`src/rtl/serial_gpio_pkg.sv`:
```
package serial_gpio_pkg;
  localparam int DATA_W  = 32;
  localparam int DIV_W   = 16;
  localparam int DIV_LSB = 16;
  localparam int CNT_LSB = 6;
  localparam int EN_BIT  = 0;

  typedef enum logic [1:0] {
    RGN_CTRL = 2'd0,
    RGN_OUT  = 2'd1,
    RGN_IN   = 2'd2,
    RGN_RSVD = 2'd3
  } region_e;
endpackage

```
`src/rtl/sgm_regs.sv`:
```
module sgm_regs
  import serial_gpio_pkg::*;
#(
  parameter int CNT_W    = 4,
  parameter int MAX_PINS = 120,
  parameter int WORDS    = 4,
  parameter int WIDX_W   = 2,
  parameter int ADDR_W   = 4
) (
  input  logic                clk,
  input  logic                rst_n,
  input  logic                wr,
  input  logic [ADDR_W-1:0]   addr,
  input  logic [DATA_W-1:0]   wdata,
  input  logic [MAX_PINS-1:0] in_vec,
  output logic [DATA_W-1:0]   rdata,
  output logic [DIV_W-1:0]    div,
  output logic [CNT_W-1:0]    groups,
  output logic                en,
  output logic [MAX_PINS-1:0] out_vec
);
  region_e             rgn;
  logic [WIDX_W-1:0]   idx;
  logic                ctrl_we, out_we, idx_ok;
  logic [DIV_W-1:0]    div_q, div_d;
  logic [CNT_W-1:0]    grp_q, grp_d;
  logic                en_q, en_d;
  logic [MAX_PINS-1:0] out_q, out_d;
  logic [WORDS*DATA_W-1:0] out_pad, in_pad;
  logic [DATA_W-1:0]   ctrl_rd;

  assign rgn     = region_e'(addr[ADDR_W-1 -: 2]);
  assign idx     = addr[WIDX_W-1:0];
  assign idx_ok  = int'(idx) < WORDS;
  assign ctrl_we = wr && (rgn == RGN_CTRL);
  assign out_we  = wr && (rgn == RGN_OUT) && idx_ok;

  always_comb begin
    div_d = div_q;
    grp_d = grp_q;
    en_d  = en_q;
    if (ctrl_we) begin
      div_d = wdata[DIV_LSB +: DIV_W];
      grp_d = wdata[CNT_LSB +: CNT_W];
      en_d  = wdata[EN_BIT];
    end
  end

  for (genvar i = 0; i < MAX_PINS; i++) begin : g_out
    assign out_d[i] = (out_we && (idx == WIDX_W'(i / DATA_W))) ? wdata[i % DATA_W] : out_q[i];
  end

  always_ff @(posedge clk or negedge rst_n) begin
    if (!rst_n) begin
      div_q <= '0;
      grp_q <= '0;
      en_q  <= 1'b0;
      out_q <= '0;
    end else begin
      div_q <= div_d;
      grp_q <= grp_d;
      en_q  <= en_d;
      out_q <= out_d;
    end
  end

  always_comb begin
    out_pad = '0;
    out_pad[MAX_PINS-1:0] = out_q;
    in_pad = '0;
    in_pad[MAX_PINS-1:0] = in_vec;
    ctrl_rd = '0;
    ctrl_rd[DIV_LSB +: DIV_W] = div_q;
    ctrl_rd[CNT_LSB +: CNT_W] = grp_q;
    ctrl_rd[EN_BIT] = en_q;
  end

  always_comb begin
    rdata = '0;
    case (rgn)
      RGN_CTRL: rdata = ctrl_rd;
      RGN_OUT:  if (idx_ok) rdata = out_pad[idx*DATA_W +: DATA_W];
      RGN_IN:   if (idx_ok) rdata = in_pad[idx*DATA_W +: DATA_W];
      default:  rdata = '0;
    endcase
  end

  assign div     = div_q;
  assign groups  = grp_q;
  assign en      = en_q;
  assign out_vec = out_q;


  out_write_chk: assert property (@(posedge clk) disable iff (!rst_n)
    (wr && (rgn == RGN_OUT) && (idx == '0)) |=> (out_vec[0] == $past(wdata[0])));
endmodule

```
`src/rtl/sgm_clkgen.sv`:
```
module sgm_clkgen
  import serial_gpio_pkg::*;
(
  input  logic             clk,
  input  logic             rst_n,
  input  logic             en,
  input  logic [DIV_W-1:0] div,
  output logic             sclk,
  output logic             rise_stb,
  output logic             fall_stb
);
  logic [DIV_W-1:0] cnt_q, cnt_d;
  logic             sclk_q, sclk_d;
  logic             half;

  assign half = en && (cnt_q >= div);

  always_comb begin
    cnt_d  = cnt_q + 16'd1;
    sclk_d = sclk_q;
    if (!en) begin
      cnt_d  = '0;
      sclk_d = 1'b0;
    end else if (half) begin
      cnt_d  = '0;
      sclk_d = ~sclk_q;
    end
  end

  always_ff @(posedge clk or negedge rst_n) begin
    if (!rst_n) begin
      cnt_q  <= '0;
      sclk_q <= 1'b0;
    end else begin
      cnt_q  <= cnt_d;
      sclk_q <= sclk_d;
    end
  end

  assign sclk     = sclk_q;
  assign rise_stb = half && !sclk_q;
  assign fall_stb = half && sclk_q;


  sclk_idle_chk: assert property (@(posedge clk) disable iff (!rst_n)
    !en |=> !sclk);

  half_period_chk: assert property (@(posedge clk) disable iff (!rst_n)
    $rose(sclk_q) |-> ($past(en) && ($past(cnt_q) >= $past(div))));
endmodule

```
`src/rtl/sgm_shifter.sv`:
```
module sgm_shifter #(
  parameter int CNT_W    = 4,
  parameter int MAX_PINS = 120,
  parameter int BIT_W    = 7
) (
  input  logic                clk,
  input  logic                rst_n,
  input  logic                en,
  input  logic [CNT_W-1:0]    groups,
  input  logic                rise_stb,
  input  logic                fall_stb,
  input  logic                sdin,
  input  logic [MAX_PINS-1:0] out_vec,
  output logic                sload,
  output logic                sdout,
  output logic [MAX_PINS-1:0] in_vec
);
  logic [BIT_W-1:0]    n_cur;
  logic                load_q, load_d;
  logic [BIT_W-1:0]    idx_q, idx_d;
  logic [BIT_W-1:0]    nbits_q, nbits_d;
  logic                sdout_q, sdout_d;
  logic                commit;
  logic [MAX_PINS-1:0] cap_q, cap_d, in_q, in_d;

  assign n_cur = {groups, 3'b000};

  always_comb begin
    load_d  = load_q;
    idx_d   = idx_q;
    nbits_d = nbits_q;
    sdout_d = sdout_q;
    commit  = 1'b0;
    if (!en) begin
      load_d  = 1'b1;
      idx_d   = '0;
      sdout_d = 1'b0;
    end else if (fall_stb) begin
      if (load_q) begin
        nbits_d = n_cur;
        if (n_cur != '0) begin
          load_d  = 1'b0;
          idx_d   = n_cur - 1'b1;
          sdout_d = out_vec[n_cur - 1'b1];
        end
      end else if (idx_q == '0) begin
        load_d  = 1'b1;
        commit  = 1'b1;
        sdout_d = 1'b0;
      end else begin
        idx_d   = idx_q - 1'b1;
        sdout_d = out_vec[idx_q - 1'b1];
      end
    end
  end

  for (genvar i = 0; i < MAX_PINS; i++) begin : g_bit
    assign cap_d[i] = (en && rise_stb && !load_q && (idx_q == BIT_W'(i))) ? sdin : cap_q[i];
    assign in_d[i]  = (commit && (BIT_W'(i) < nbits_q)) ? cap_q[i] : in_q[i];
  end

  always_ff @(posedge clk or negedge rst_n) begin
    if (!rst_n) begin
      load_q  <= 1'b1;
      idx_q   <= '0;
      nbits_q <= '0;
      sdout_q <= 1'b0;
      cap_q   <= '0;
      in_q    <= '0;
    end else begin
      load_q  <= load_d;
      idx_q   <= idx_d;
      nbits_q <= nbits_d;
      sdout_q <= sdout_d;
      cap_q   <= cap_d;
      in_q    <= in_d;
    end
  end

  assign sload  = en && load_q;
  assign sdout  = sdout_q;
  assign in_vec = in_q;


  idx_range_chk: assert property (@(posedge clk) disable iff (!rst_n)
    (en && !load_q) |-> (idx_q < nbits_q));
endmodule

```
`src/rtl/serial_gpio_master.sv`:
```
module serial_gpio_master
  import serial_gpio_pkg::*;
#(
  parameter  int CNT_W    = 4,
  localparam int MAX_PINS = ((1 << CNT_W) - 1) * 8,
  localparam int WORDS    = (MAX_PINS + DATA_W - 1) / DATA_W,
  localparam int WIDX_W   = (WORDS > 1) ? $clog2(WORDS) : 1,
  localparam int ADDR_W   = WIDX_W + 2
) (
  input  logic                clk,
  input  logic                rst_n,
  input  logic                reg_wr,
  input  logic [ADDR_W-1:0]   reg_addr,
  input  logic [DATA_W-1:0]   reg_wdata,
  output logic [DATA_W-1:0]   reg_rdata,
  output logic                sclk,
  output logic                sload,
  output logic                sdout,
  input  logic                sdin,
  output logic [MAX_PINS-1:0] par_out,
  output logic [MAX_PINS-1:0] par_in
);
  localparam int BIT_W = CNT_W + 3;

  logic [1:0]       rst_sync;
  logic             rst_s;
  logic [DIV_W-1:0] div;
  logic [CNT_W-1:0] groups;
  logic             en, rise_stb, fall_stb;

  always_ff @(posedge clk or negedge rst_n) begin
    if (!rst_n) rst_sync <= 2'b00;
    else        rst_sync <= {rst_sync[0], 1'b1};
  end
  assign rst_s = rst_sync[1];

  sgm_regs #(
    .CNT_W(CNT_W), .MAX_PINS(MAX_PINS), .WORDS(WORDS), .WIDX_W(WIDX_W), .ADDR_W(ADDR_W)
  ) u_regs (
    .clk(clk), .rst_n(rst_s), .wr(reg_wr), .addr(reg_addr), .wdata(reg_wdata),
    .in_vec(par_in), .rdata(reg_rdata), .div(div), .groups(groups), .en(en),
    .out_vec(par_out)
  );

  sgm_clkgen u_clkgen (
    .clk(clk), .rst_n(rst_s), .en(en), .div(div),
    .sclk(sclk), .rise_stb(rise_stb), .fall_stb(fall_stb)
  );

  sgm_shifter #(
    .CNT_W(CNT_W), .MAX_PINS(MAX_PINS), .BIT_W(BIT_W)
  ) u_shifter (
    .clk(clk), .rst_n(rst_s), .en(en), .groups(groups), .rise_stb(rise_stb),
    .fall_stb(fall_stb), .sdin(sdin), .out_vec(par_out), .sload(sload),
    .sdout(sdout), .in_vec(par_in)
  );


  load_end_chk: assert property (@(posedge clk) disable iff (!rst_s)
    ($fell(sload) && en) |-> $fell(sclk));

  commit_chk: assert property (@(posedge clk) disable iff (!rst_s)
    !$stable(par_in) |-> $rose(sload));
endmodule

```
`config.mk`:
```
export PLATFORM = sky130hd
export DESIGN_NAME = serial_gpio_master
export DESIGN_NICKNAME = d
export VERILOG_FILES = /design/src/rtl/serial_gpio_pkg.sv /design/src/rtl/sgm_regs.sv /design/src/rtl/sgm_clkgen.sv /design/src/rtl/sgm_shifter.sv /design/src/rtl/serial_gpio_master.sv
export SDC_FILE = /design/constraint.sdc
export NUM_CORES = 1
export LEC_CHECK = 0
export ABC_CLOCK_PERIOD_IN_PS = 12500
export BUFFER_PORTS_ARGS = -buffer_cell sky130_fd_sc_hd__buf_2
export CAP_MARGIN = 25
export CORE_MARGIN = 4
export CORE_UTILIZATION = 40
export CTS_BUF_LIST = sky130_fd_sc_hd__clkbuf_16
export DETAILED_ROUTE_END_ITERATION = 8
export PLACE_DENSITY = 0.6
export RECOVER_POWER = 50
export SETUP_SLACK_MARGIN = 0.5
export SLEW_MARGIN = 20
export SYNTH_ARGS = -nofsm -noshare
export SYNTH_HDL_FRONTEND = slang
export SYNTH_SLANG_ARGS = --single-unit
```
`constraint.sdc`:
```
create_clock -name clk -period 12.5 [get_ports clk]
set_clock_uncertainty 0.1 [all_clocks]
set_input_delay 0.625 -clock clk [delete_from_list [all_inputs] [get_ports clk]]
set_output_delay 0.625 -clock clk [all_outputs]
set_load 0.005 [all_outputs]
```
==> impl_metrics.json, run 1 <==
{
  "initial_core_util": 0.4040,
  "max_stage_delay_ps": 2300,
  "grt_pass1_vias": 15160,
  "ys_warn_count": 0,
  "seq_area_frac_synth": 0.4977,
  "drt_wl_total_um": 69970,
  "r2r.worst_path.cells": 2,
  "synthFlopType": "dfrtp_1",
  "clkTransAtPathRegs_ps": 60,
  "hold_class": "input pin to register",
  "ys_ff_latch": 413,
  "clkSinkCount": 413,
  "track_usage": 0.2454,
  "dpl_worst_slack_ps": 8361,
  "rows": 83,
  "die_area_um2": 55630,
  "post-route-min-period_ps": 5874,
  "maxCapViolCount": 8,
  "insertion_delay_ps": 580,
  "post_cts_buffers": 0,
  "antenna_found_initial": 1,
  "synthTopCellsByArea": "dfrtp_1, mux2_2, mux4_2",
  "synthToLayoutAreaGrowth_pct": 15.89,
  "die_h_um": 235.9,
  "fmax_mhz": 170.2,
  "finalWorstSetupSlack_ps": 6626,
  "slew_viol_final": 364,
  "place_area_um2": 22900,
  "rr_startpoint": "rst_sync[1]$_DFF_PN0_",
  "finalSetupViolCount": 0,
  "cts_buffer_depth": 3,
  "cts_inserted_buffers": 45,
  "cts_resized": 0,
  "hold_path_depth": 2,
  "cp-start-kind": "register",
  "reg2reg_slack_ps": 6630,
  "coreArea_um2": 51410,
  "io_buffers": 314,
  "dr.first_iter.drc_count": 1163,
  "drc": 0,
  "antenna_cells": 0,
  "status": "complete, but fails checks",
  "r2r_end": "u_shifter.in_vec[36]$_DFFE_PN0P_",
  "slew_headroom": -1.492,
  "first_pass_iters": 5,
  "final_core_util": 0.4682,
  "crit_top_cell": "clkbuf_1",
  "h-tree-depth": 2,
  "worstPathArrival_ps": 5740,
  "p_per_area_nw_per_um2": 140.9,
  "cp_max_fo": 61,
  "vdd_drop_max_uv": 85.83,
  "yosysTopAreaCellShare": 0.4964,
  "holdBufCountCts": 1,
  "synth_fp_nets": 1604,
  "io_pins": 315,
  "nets": 1876,
  "fin_area_um2": 24070,
  "min_from": "reg_wdata[15]",
  "final_cells": 2519,
  "power_mw": 3.391,
  "grt_max_degree": 79,
  "die_w_um": 235.9,
  "violations": "capacitance limit, slew limit",
  "tightest_slew_ps": 3738,
  "crit_type": "register to async pin",
  "period_share": 0.4699,
  "place_inst": 2437,
  "avgSynthCellArea_um2": 13.52,
  "synth.distinct_cells": 59,
  "via_per_inst": 5.885,
  "async_flop_share": 1.000,
  "rsz0062_at_grt": "false",
  "clockRootBuffer": "clkbuf_16",
  "whs_endpoint": "u_regs.out_vec[79]$_DFFE_PN0P_",
  "crit_start": "rst_sync[1]$_DFF_PN0_",
  "layout-drive-gt1-share": 0.3806,
  "p_leak_nw": 10.94,
  "vias": 14820,
  "gr-total-overflow": 0,
  "routedWlPerCell_um": 27.78,
  "worstSetupEndpointType": "async pin",
  "slowest_stage": "clkbuf_1",
  "crit_chain": "clkbuf_1 > clkbuf_1",
  "place.gp.congestion": 0.9175,
  "grt_pass1_wl_um": 104700,
  "postSynthCellCount": 1536,
  "synth_area_um2": 20770,
  "fin_setup_tns_ps": 0,
  "final-hold-violation-count": 0,
  "cts_tree": "yes",
  "fin_hold_ws_ps": 228.1,
  "place.detailed.hpwl_um": 51390,
  "ant_nets": 0,
  "synth_edf_count": 0,
  "synth_area_leader_cell": "dfrtp_1",
  "worstPathRequired_ps": 12360
}
==> per-layer routing <==
layer,routed length (um),GRT usage,vias to the layer above
li1,-,-,6307
met1,28990,0.3323,7810
met2,34530,0.4075,601
met3,4635,0.04583,104
met4,1798,0.06834,2
met5,11,0,-
==> critical path: cells and delay by family (launching register included) <==
family | cells | cell delay [ps]
flops | 1 | 1960
buf+inv | 2 | 3160
==> logic make-up (layout without fill, tap and decap cells) <==
logic type                 count (synthesis)  in the layout  share of synthesized area
buffers and inverters                    152            455                    0.03313
DFF                                      413            413                     0.4977
other                                      1              1                  0.0001806
adders and majority gates                 28             28                    0.01687
xor gates and xnor gates                  22             22                   0.009277
muxes                                    529            529                     0.3337
AOI/OAI and AO/OA                         71             71                    0.02217
and+or+nand+nor                          320            320                    0.08699
==> layout by cell type (no fill, tap or decap), drive strengths merged, types with 19 or more instances in the layout <==
| cell | instances |
|---|---|
| dfrtp | 412 |
| mux2 | 387 |
| clkbuf | 236 |
| buf | 154 |
| nor4 | 114 |
| mux4 | 92 |
| nor2 | 54 |
| nand2 | 53 |
| mux2i | 50 |
| inv | 42 |
| nand3 | 42 |
| ha | 28 |
| o21ai | 21 |
| clkinv | 19 |
==> report_power, final <==
group	internal [mW]	switching (mW)	total, mW
clock network	0.736	0.539	1.27
logic	0.268	0.249	0.517
registers	1.45	0.154	1.60
==> area by class of cell <==
type	instances	area (um^2)
clock inverter	31	211.5
multi-input combinational	971	9786
timing repair buffer	344	1583
tap	680	850.8
sequential	413	10340
inverter	33	123.9
fill	4752	27340
clock buffer	47	1176
==> sequential cells by signal, summed over array words and instances (netlist names), 2 cells and up <==
signal,count
u_clkgen.cnt_q,16
u_regs.groups,4
u_shifter.cap_q,120
u_shifter.in_vec,120
u_regs.div,16
u_shifter.nbits_q,4
u_regs.out_vec,120
rst_sync,2
u_shifter.idx_q,7
==> worst max path at each step <==
stage                                  endpoint  slack [ps]  cells after the start
3_5_place_dp   u_shifter.in_vec[53]$_DFFE_PN0P_        8360                      9
2_1_floorplan       u_clkgen.cnt_q[0]$_DFF_PN0_        5660                      0
4_1_cts        u_shifter.in_vec[53]$_DFFE_PN0P_        8320                      9
6_report       u_shifter.in_vec[36]$_DFFE_PN0P_        6630                      2
3_3_place_gp        u_shifter.sdout$_DFFE_PN0P_        8410                      8
5_1_grt        u_shifter.in_vec[36]$_DFFE_PN0P_        5350                      2
==> cells in the mapped netlist, types with 8 or more instances <==
cell and number:
a21oi_1 13, a22o_1 8, buf_1 12, buf_2 22
buf_6 10, clkbuf_1 73, dfrtp_1 412, ha_1 28
inv_1 33, mux2_1 10, mux2_2 377, mux2i_1 50
mux4_2 92, nand2_1 52, nand3_1 41, nand4_1 8
nor2_1 54, nor2b_1 12, nor3_1 8, nor4_1 109
o21ai_0 17, o22ai_1 8, xnor2_1 10, xor2_1 12
Note: power is estimated with default switching activity, not from simulation.
==> run 2: changes to the inputs <==
Settings changed: ABC_CLOCK_PERIOD_IN_PS 12500 to 6100, PLACE_DENSITY 0.6 to 0.57.
Clock period 12.5 ns to 6.1 ns, I/O delays scaled along.
==> impl_metrics.json, run 2 (synthesis gave the netlist of run 1 again) <==
{
  "dpl_worst_slack_ps": 2197,
  "grt_pass1_vias": 15220,
  "finalSetupViolCount": 0,
  "io_pins": 315,
  "p_leak_nw": 11.28,
  "place.gp.congestion": 0.9021,
  "initial_core_util": 0.4040,
  "drt_wl_total_um": 70460,
  "dr.first_iter.drc_count": 1181,
  "via_per_inst": 5.832,
  "cp.buffers_inverters": 1,
  "hold_path_depth": 0,
  "whs_endpoint": "rst_sync[1]$_DFF_PN0_",
  "maxCapViolCount": 1,
  "antenna_found_initial": 0,
  "final_core_util": 0.4772,
  "ant_nets": 0,
  "final_common_cell": "dfrtp_1",
  "insertion_delay_ps": 580,
  "layout-drive-gt1-share": 0.3999,
  "cts_buffer_depth": 3,
  "r2r.worst_path.cells": 1,
  "final_cells": 2563,
  "r2r_end": "u_regs.out_vec[48]$_DFFE_PN0P_",
  "die_area_um2": 55630,
  "finalWorstSetupSlack_ps": 1778,
  "regArea_um2": 10340,
  "fin_setup_tns_ps": 0,
  "coreArea_um2": 51410,
  "crit_chain": "clkbuf_1",
  "h-tree-depth": 2,
  "rsz0062_at_grt": "false",
  "antenna_cells": 0,
  "clockRootBuffer": "clkbuf_16",
  "tightest_slew_ps": 3379,
  "rr_startpoint": "rst_sync[1]$_DFF_PN0_",
  "place.detailed.hpwl_um": 51280,
  "first_pass_iters": 5,
  "clkSinkCount": 413,
  "gr-total-overflow": 0,
  "routedWlPerCell_um": 27.49,
  "slew_headroom": -1.253,
  "power_mw": 7.039,
  "multi_input_area_um2": 9769,
  "fin_area_um2": 24530,
  "drc": 0,
  "p_per_area_nw_per_um2": 286.9,
  "cp-start-kind": "register",
  "min_from": "rst_sync[0]$_DFF_PN0_",
  "violations": "capacitance limit, slew limit",
  "status": "complete, but fails checks",
  "cp_max_fo": 62,
  "critPathTopFamily": "buffers and inverters",
  "rows": 83,
  "fin_hold_ws_ps": 254.3,
  "place_area_um2": 22920,
  "worstSetupEndpointType": "async pin",
  "hold_class": "register to register",
  "cts_inserted_buffers": 47,
  "max_stage_delay_ps": 2450,
  "slew_viol_final": 63,
  "die_h_um": 235.9,
  "period_share": 0.7085,
  "grt_max_degree": 137,
  "clkTransAtPathRegs_ps": 60,
  "vias": 14950,
  "grt_pass1_wl_um": 105500,
  "nets": 1913,
  "synthToLayoutAreaGrowth_pct": 18.12,
  "final_cell_mix": "dfrtp_1, mux2_2, buf_2",
  "worstPathRequired_ps": 5920,
  "track_usage": 0.2474,
  "fmax_mhz": 231.4,
  "vdd_drop_max_uv": 160.1,
  "place_inst": 2440,
  "die_w_um": 235.9,
  "fillers": 4674,
  "slowest_stage": "clkbuf_1",
  "crit_type": "register to async pin",
  "post-route-min-period_ps": 4322,
  "cts_tree": "yes",
  "worstPathArrival_ps": 4150,
  "final-hold-violation-count": 0,
  "io_buffers": 314,
  "reg2reg_slack_ps": 1780
}
run 2: report_power, final:
group / internal (mW) / switching, mW / total (mW) / leakage [nW]
Combinational: 0.567 / 0.528 / 1.10 / 5.06
Sequential: 2.96 / 0.297 / 3.26 / 5.48
Clock: 1.50 / 1.19 / 2.69 / 0.735
Total: 5.03 / 2.01 / 7.04 / 11.3
run 2: what timing repair did:
item,in CTS,in global routing
endpoints found under the hold margin,143,0
buffers inserted,0,0
hold buffers,34,0
gates resized for setup,0,0
run 2: layer usage:
metal / vias up / routed length (um) / track usage
met2: 531 / 34630 / 0.4105
li1: 6399 / - / -
met3: 103 / 4116 / 0.03952
met1: 7915 / 30050 / 0.3429
met5: - / 0 / 0
met4: 0 / 1660 / 0.06175
run 2: area by class of cell:
class | instances | area share
sequential | 413 | 0.4214
multi-input combinational | 971 | 0.3982
timing repair buffer | 379 | 0.08181
clock buffer | 49 | 0.04998
tap | 680 | 0.03468
clock inverter | 38 | 0.008824
inverter | 33 | 0.005049
run 2: how the worst max path moves through the flow:
stage / from / endpoint / depth (start not counted)
CTS: u_clkgen.cnt_q[9]$_DFF_PN0_ / u_shifter.in_vec[42]$_DFFE_PN0P_ / 9
global placement: u_clkgen.cnt_q[9]$_DFF_PN0_ / u_shifter.in_vec[40]$_DFFE_PN0P_ / 9
finish: rst_sync[1]$_DFF_PN0_ / u_regs.out_vec[48]$_DFFE_PN0P_ / 1
detailed placement: u_clkgen.cnt_q[9]$_DFF_PN0_ / u_shifter.in_vec[42]$_DFFE_PN0P_ / 9
global route: rst_sync[1]$_DFF_PN0_ / u_regs.out_vec[16]$_DFFE_PN0P_ / 1
floorplan: rst_sync[1]$_DFF_PN0_ / u_clkgen.cnt_q[0]$_DFF_PN0_ / 0
